[config.mk]
export PLATFORM = sky130hd
export DESIGN_NAME = chunk_fetch_ctrl
export DESIGN_NICKNAME = d
export VERILOG_FILES = /design/src/rtl/cfc_pkg.sv /design/src/rtl/cfc_xlat_table.sv /design/src/rtl/cfc_tag_check.sv /design/src/rtl/cfc_chunk_buf.sv /design/src/rtl/chunk_fetch_ctrl.sv
export SDC_FILE = /design/constraint.sdc
export NUM_CORES = 2
export LEC_CHECK = 0
export ABC_AREA = 1
export BUFFER_PORTS_ARGS = -buffer_cell sky130_fd_sc_hd__buf_2
export CORE_MARGIN = 3
export CORE_UTILIZATION = 30
export CTS_CLUSTER_DIAMETER = 150
export CTS_CLUSTER_SIZE = 25
export DETAILED_ROUTE_END_ITERATION = 7
export PLACE_DENSITY = 0.47
export SYNTH_ARGS = -nofsm -noshare
export SYNTH_HDL_FRONTEND = slang
export SYNTH_HIERARCHICAL = 1
export SYNTH_SLANG_ARGS = --single-unit
[constraint.sdc]
create_clock -name clk -period 4.7 [get_ports clk]
set_clock_uncertainty 0.1 [all_clocks]
set_input_delay 0.235 -clock clk [delete_from_list [all_inputs] [get_ports clk]]
set_output_delay 0.235 -clock clk [all_outputs]
set_load 0.02 [all_outputs]
[src/rtl/cfc_pkg.sv]
package cfc_pkg;

    localparam int ADDR_W  = 32;
    localparam int CHUNK_W = 128;
    localparam int OFF_W   = $clog2(CHUNK_W);

    typedef enum logic [1:0] {
        ST_IDLE    = 2'd0,
        ST_FETCH   = 2'd1,
        ST_DECRYPT = 2'd2
    } cfc_state_e;

    typedef struct packed {
        logic [ADDR_W-1:0] chunk;
        logic [OFF_W-1:0]  off;
    } xlat_entry_t;

    function automatic logic [ADDR_W-1:0] tag_field(input logic [CHUNK_W-1:0] plain);
        return plain[ADDR_W-1:0];
    endfunction

endpackage

[src/rtl/cfc_xlat_table.sv]
module cfc_xlat_table
    import cfc_pkg::*;
#(
    parameter int IDX_W = 6
) (
    input  logic                    clk,
    input  logic                    wr_en,
    input  logic [IDX_W-1:0]        wr_idx,
    input  xlat_entry_t             wr_entry,
    input  logic [IDX_W-1:0]        rd_idx,
    output xlat_entry_t             rd_entry
);
    localparam int DEPTH = 1 << IDX_W;

    xlat_entry_t entries [DEPTH];

    always_ff @(posedge clk) begin
        if (wr_en) begin
            entries[wr_idx] <= wr_entry;
        end
    end

    assign rd_entry = entries[rd_idx];

endmodule

[src/rtl/cfc_tag_check.sv]
module cfc_tag_check
    import cfc_pkg::*;
(
    input  logic [CHUNK_W-1:0] plain,
    input  logic [ADDR_W-1:0]  expect_addr,
    output logic               tag_ok
);
    assign tag_ok = (tag_field(plain) == expect_addr);
endmodule

[src/rtl/cfc_chunk_buf.sv]
module cfc_chunk_buf
    import cfc_pkg::*;
(
    input  logic               clk,
    input  logic               rst,
    input  logic               fill,
    input  logic               drop,
    input  logic [ADDR_W-1:0]  fill_addr,
    input  logic [CHUNK_W-1:0] fill_data,
    input  logic [ADDR_W-1:0]  probe_addr,
    output logic               hit,
    output logic [CHUNK_W-1:0] data
);
    logic              held_valid;
    logic [ADDR_W-1:0] held_addr;

    always_ff @(posedge clk) begin
        if (rst) begin
            held_valid <= 1'b0;
            held_addr  <= '0;
            data       <= '0;
        end else if (fill) begin
            held_valid <= 1'b1;
            held_addr  <= fill_addr;
            data       <= fill_data;
        end else if (drop) begin
            held_valid <= 1'b0;
        end
    end

    assign hit = held_valid && (held_addr == probe_addr);
endmodule

[src/rtl/chunk_fetch_ctrl.sv]
module chunk_fetch_ctrl
    import cfc_pkg::*;
#(
    parameter int IDX_W      = 6,
    parameter int LINE_OFF_W = 4
) (
    input  logic               clk,
    input  logic               rst,
    input  logic               tbl_we,
    input  logic [IDX_W-1:0]   tbl_idx,
    input  logic [ADDR_W-1:0]  tbl_chunk,
    input  logic [OFF_W-1:0]   tbl_off,
    input  logic               miss_valid,
    input  logic [ADDR_W-1:0]  miss_addr,
    output logic               busy,
    output logic               mem_req,
    output logic [ADDR_W-1:0]  mem_addr,
    input  logic               mem_ack,
    input  logic [CHUNK_W-1:0] mem_rdata,
    output logic               dec_req,
    output logic [CHUNK_W-1:0] dec_din,
    input  logic               dec_ack,
    input  logic [CHUNK_W-1:0] dec_dout,
    output logic               dcmp_start,
    output logic [OFF_W-1:0]   dcmp_off,
    output logic [CHUNK_W-1:0] dcmp_chunk,
    output logic               integ_err
);
    localparam int IDX_LO = LINE_OFF_W;
    localparam int IDX_HI = LINE_OFF_W + IDX_W - 1;

    cfc_state_e         state;
    xlat_entry_t        wr_entry;
    xlat_entry_t        lookup;
    logic [IDX_W-1:0]   miss_idx;
    logic [ADDR_W-1:0]  cmp_addr;
    logic [OFF_W-1:0]   cmp_off;
    logic [CHUNK_W-1:0] cipher_q;
    logic               buf_hit;
    logic               tag_ok;
    logic               accept;
    logic               dec_done;
    logic               unused_addr_bits;

    assign miss_idx         = miss_addr[IDX_HI:IDX_LO];
    assign unused_addr_bits = ^{miss_addr[ADDR_W-1:IDX_HI+1], miss_addr[IDX_LO-1:0]};
    assign wr_entry         = '{chunk: tbl_chunk, off: tbl_off};

    cfc_xlat_table #(.IDX_W(IDX_W)) u_table (
        .clk      (clk),
        .wr_en    (tbl_we),
        .wr_idx   (tbl_idx),
        .wr_entry (wr_entry),
        .rd_idx   (miss_idx),
        .rd_entry (lookup)
    );

    cfc_tag_check u_tag (
        .plain       (dec_dout),
        .expect_addr (cmp_addr),
        .tag_ok      (tag_ok)
    );

    assign accept   = (state == ST_IDLE) && miss_valid;
    assign dec_done = (state == ST_DECRYPT) && dec_ack;

    cfc_chunk_buf u_buf (
        .clk        (clk),
        .rst        (rst),
        .fill       (dec_done && tag_ok),
        .drop       (dec_done && !tag_ok),
        .fill_addr  (cmp_addr),
        .fill_data  (dec_dout),
        .probe_addr (lookup.chunk),
        .hit        (buf_hit),
        .data       (dcmp_chunk)
    );

    always_ff @(posedge clk) begin
        if (rst) begin
            state      <= ST_IDLE;
            cmp_addr   <= '0;
            cmp_off    <= '0;
            cipher_q   <= '0;
            dcmp_start <= 1'b0;
            integ_err  <= 1'b0;
        end else begin
            dcmp_start <= 1'b0;
            integ_err  <= 1'b0;
            unique case (state)
                ST_IDLE: begin
                    if (accept) begin
                        cmp_addr <= lookup.chunk;
                        cmp_off  <= lookup.off;
                        if (buf_hit) begin
                            dcmp_start <= 1'b1;
                        end else begin
                            state <= ST_FETCH;
                        end
                    end
                end
                ST_FETCH: begin
                    if (mem_ack) begin
                        cipher_q <= mem_rdata;
                        state    <= ST_DECRYPT;
                    end
                end
                ST_DECRYPT: begin
                    if (dec_ack) begin
                        state <= ST_IDLE;
                        if (tag_ok) begin
                            dcmp_start <= 1'b1;
                        end else begin
                            integ_err <= 1'b1;
                        end
                    end
                end
                default: state <= ST_IDLE;
            endcase
        end
    end

    assign busy     = (state != ST_IDLE);
    assign mem_req  = (state == ST_FETCH);
    assign mem_addr = cmp_addr;
    assign dec_req  = (state == ST_DECRYPT);
    assign dec_din  = cipher_q;
    assign dcmp_off = cmp_off;

endmodule

==> run metrics <==
worst slew pin tran=1280 ps; Die X-Extent=621 um; pin count of the biggest net entering global routing=151; Final Setup Violations=0; status=finished clean; Final Hold Viols=0; CP peak stage delay=630 ps; worst hold slack=48.8 ps; Post-Layout Cell Count=15820; number of nets in the layout=11107; Post-Syn Area=113000 sq um; Pwr Total=45.8 mW; CP Capture Type=register; Crit Path Class=reg2reg; CTS tree=yes; per-cell routed wire length=25.7 um; total wire length=407000 um; first-pass GRT wire length=567000 um; multi-input logic area=28100 sq um; I/O pin cnt=639; CP arrival=4740 ps; Syn Nets=10295; Critical Path Start Type=register; number of port buffers=612; GRT Util Overall=0.204; relative slew slack=0.148; layout cells sized above 1=0.109; vias in the first global route=74568; DR DRC count=0; worst-path maximum fanout=141; DP Area=123000 sq um; total gr overflow=0; Max Clock Freq=249 MHz; Synth Register Bits=2828; Num CTS Buffers=139; CP most frequent cell=nand2_1; Via-to-Cell Ratio=5.02; commonest non-fill, non-tap cell in the layout=nand2_1; initial cell density of the core=0.302; Post-Syn Area per Cell=11.4 sq um; worst vdd ir=0.000307 V; PD cells=350 nW/um^2; full die area=385000 sq um; Vias=79470; Post-Syn Instances=9956; minimum clock period=4020 ps; distinct cell type count after synthesis=31; Rows=225; placed cells=15205; Max-cap violations=0; initial antenna violation count=39; Routability Congestion=0.957; clock root cell=clkbuf_16; leak pwr=46.8 nW; fin. max-slew vios=0; Pre-antenna DRT Iters=7; Clk Latency, worst-skew pair=870 ps; Starting DRT DRC Count=8113; Die Y=621 um; slowest cell on the critical path=dfxtp_1; worst-path cell chain=inv_1 > nand2_1 > nand2_1 > nor2_1 > nand2_1 > nor2_1 > nand2_1 > nor2_1 > nand3_1 > inv_6 > buf_12 > nand2_1 > a21oi_1 > dlygate4sd3_1; synth warn=6; worst hold path class=in2reg; Layout area overhead=15.4%; Clock Sinks=2828; CTS clock-pin slew for the worst setup and hold paths=110 ps; setup bufs post-CTS=0; register area=81600 sq um; Fillers=37093; post-route cell area=131000 sq um; Core Area=376000 sq um; RSZ-0062 raised after global routing=no; Post-CTS Resized=0; Req. time, crit path=5420 ps; # hold bufs at CTS=416; clk buf depth=4; most frequent cells in the layout=nand2_1 (3302), edfxtp_1 (2496), nand3_1 (2452), buf_2 (605), dlygate4sd3_1 (416); DP HPWL=236000 um; post-route ant nets=0; period utilization=0.855; H-tree Lvls=4; post-synthesis sequential area ratio=0.719
state kept, by name, indices dropped and copies added (netlist names):
name,count
mem_addr,32
u_buf/held_valid,1
state,2
dcmp_off,7
u_buf/held_addr,32
u_table/entries,2496
u_buf/data,128
dec_din,128
dcmp_start,1
integ_err,1
cell families (layout without fill, tap and decap cells):
| group | Yosys count | in the layout | synth area share |
|---|---|---|---|
| simple gates | 6000 | 6000 | 0.226 |
| flops | 2828 | 2828 | 0.719 |
| buf+inv | 779 | 1615 | 0.0372 |
| compound gates | 339 | 339 | 0.0163 |
| xor+xnor | 10 | 10 | 0.000772 |
| other cells | 0 | 34 | 0 |
worst max-delay path, delay by kind of cell, from the launching register on:
kind / cells / cell delay (ps)
AOI/OAI and AO/OA: 1 / 240
and+or+nand+nor: 9 / 1600
buffers and inverters: 4 / 1260
DFF: 1 / 630
synthesized netlist by cell type:
master    number  area [sq um]
nor2_2         1          6.26
o21a_1         1          7.51
o211ai_1       1          7.51
nand3b_1       1          7.51
clkbuf_1     134           503
edfxtp_1    2496         75000
buf_12         1          20.0
nor2_4         2          22.5
or2_2          2          12.5
xor2_1         6          52.6
a21oi_1      272          1360
buf_1         36           135
clkinv_1       2          7.51
buf_2        373          1870
buf_6         81           912
clkbuf_2       2          10.0
nand4_1       10          62.6
a211oi_2      19           238
xnor2_1        4          35.0
nand2_1     3303         12400
buf_4         38           285
nor2_1       219           822
dfxtp_1      332          6650
o21ai_0       46           230
nor3_1         2          10.0
inv_1        102           383
inv_4          2          12.5
nor4_1         8          50.1
nand3_1     2452         12300
inv_2          3          11.3
buf_8          5          75.1
cell type report:
class,instances,share of cell area
inverter,109,0.00352
tap,4994,0.0477
timing repair buffer,1341,0.0818
clock buffer,160,0.0278
sequential,2828,0.624
antenna,34,0.000650
clock inverter,5,0.000344
multi-input combinational,6349,0.215
layer usage:
layer	track usage	up-vias	wire, um
met1	0.271	39791	170000
met5	0.000624	-	71
met2	0.330	2893	189000
li1	-	36268	-
met4	0.0731	10	16200
met3	0.0404	508	31400
report_power, final:
| group | switching [mW] | internal, mW | leakage [nW] |
|---|---|---|---|
| clock network | 7.94 | 5.56 | 1.80 |
| logic | 3.26 | 1.26 | 19.8 |
| registers | 0.186 | 27.6 | 25.1 |
worst paths after layout:
kind / from / slack, ps / cells past startpoint / to
setup / recovery: mem_addr[7] / 680 / 14 / u_buf/data[101]
hold / removal: tbl_chunk[20] / 50 / 1 / u_table/entries[56][27]
hold reg to reg: dec_din[24] / 360 / 2 / dec_din[24]
setup reg to reg: mem_addr[7] / 680 / 14 / u_buf/data[101]
through the flow:
step / util / worst slack (ps) / setup TNS, ps
2_1_floorplan: - / -454 / -141790
3_3_place_gp: 0.327 / 494 / 0
3_5_place_dp: 0.327 / 583 / 0
4_1_cts: 0.348 / 818 / 0
5_1_grt: 0.348 / 553 / 0
6_report: 0.348 / 681 / 0
No activity file was read; power rests on OpenSTA's default activity.
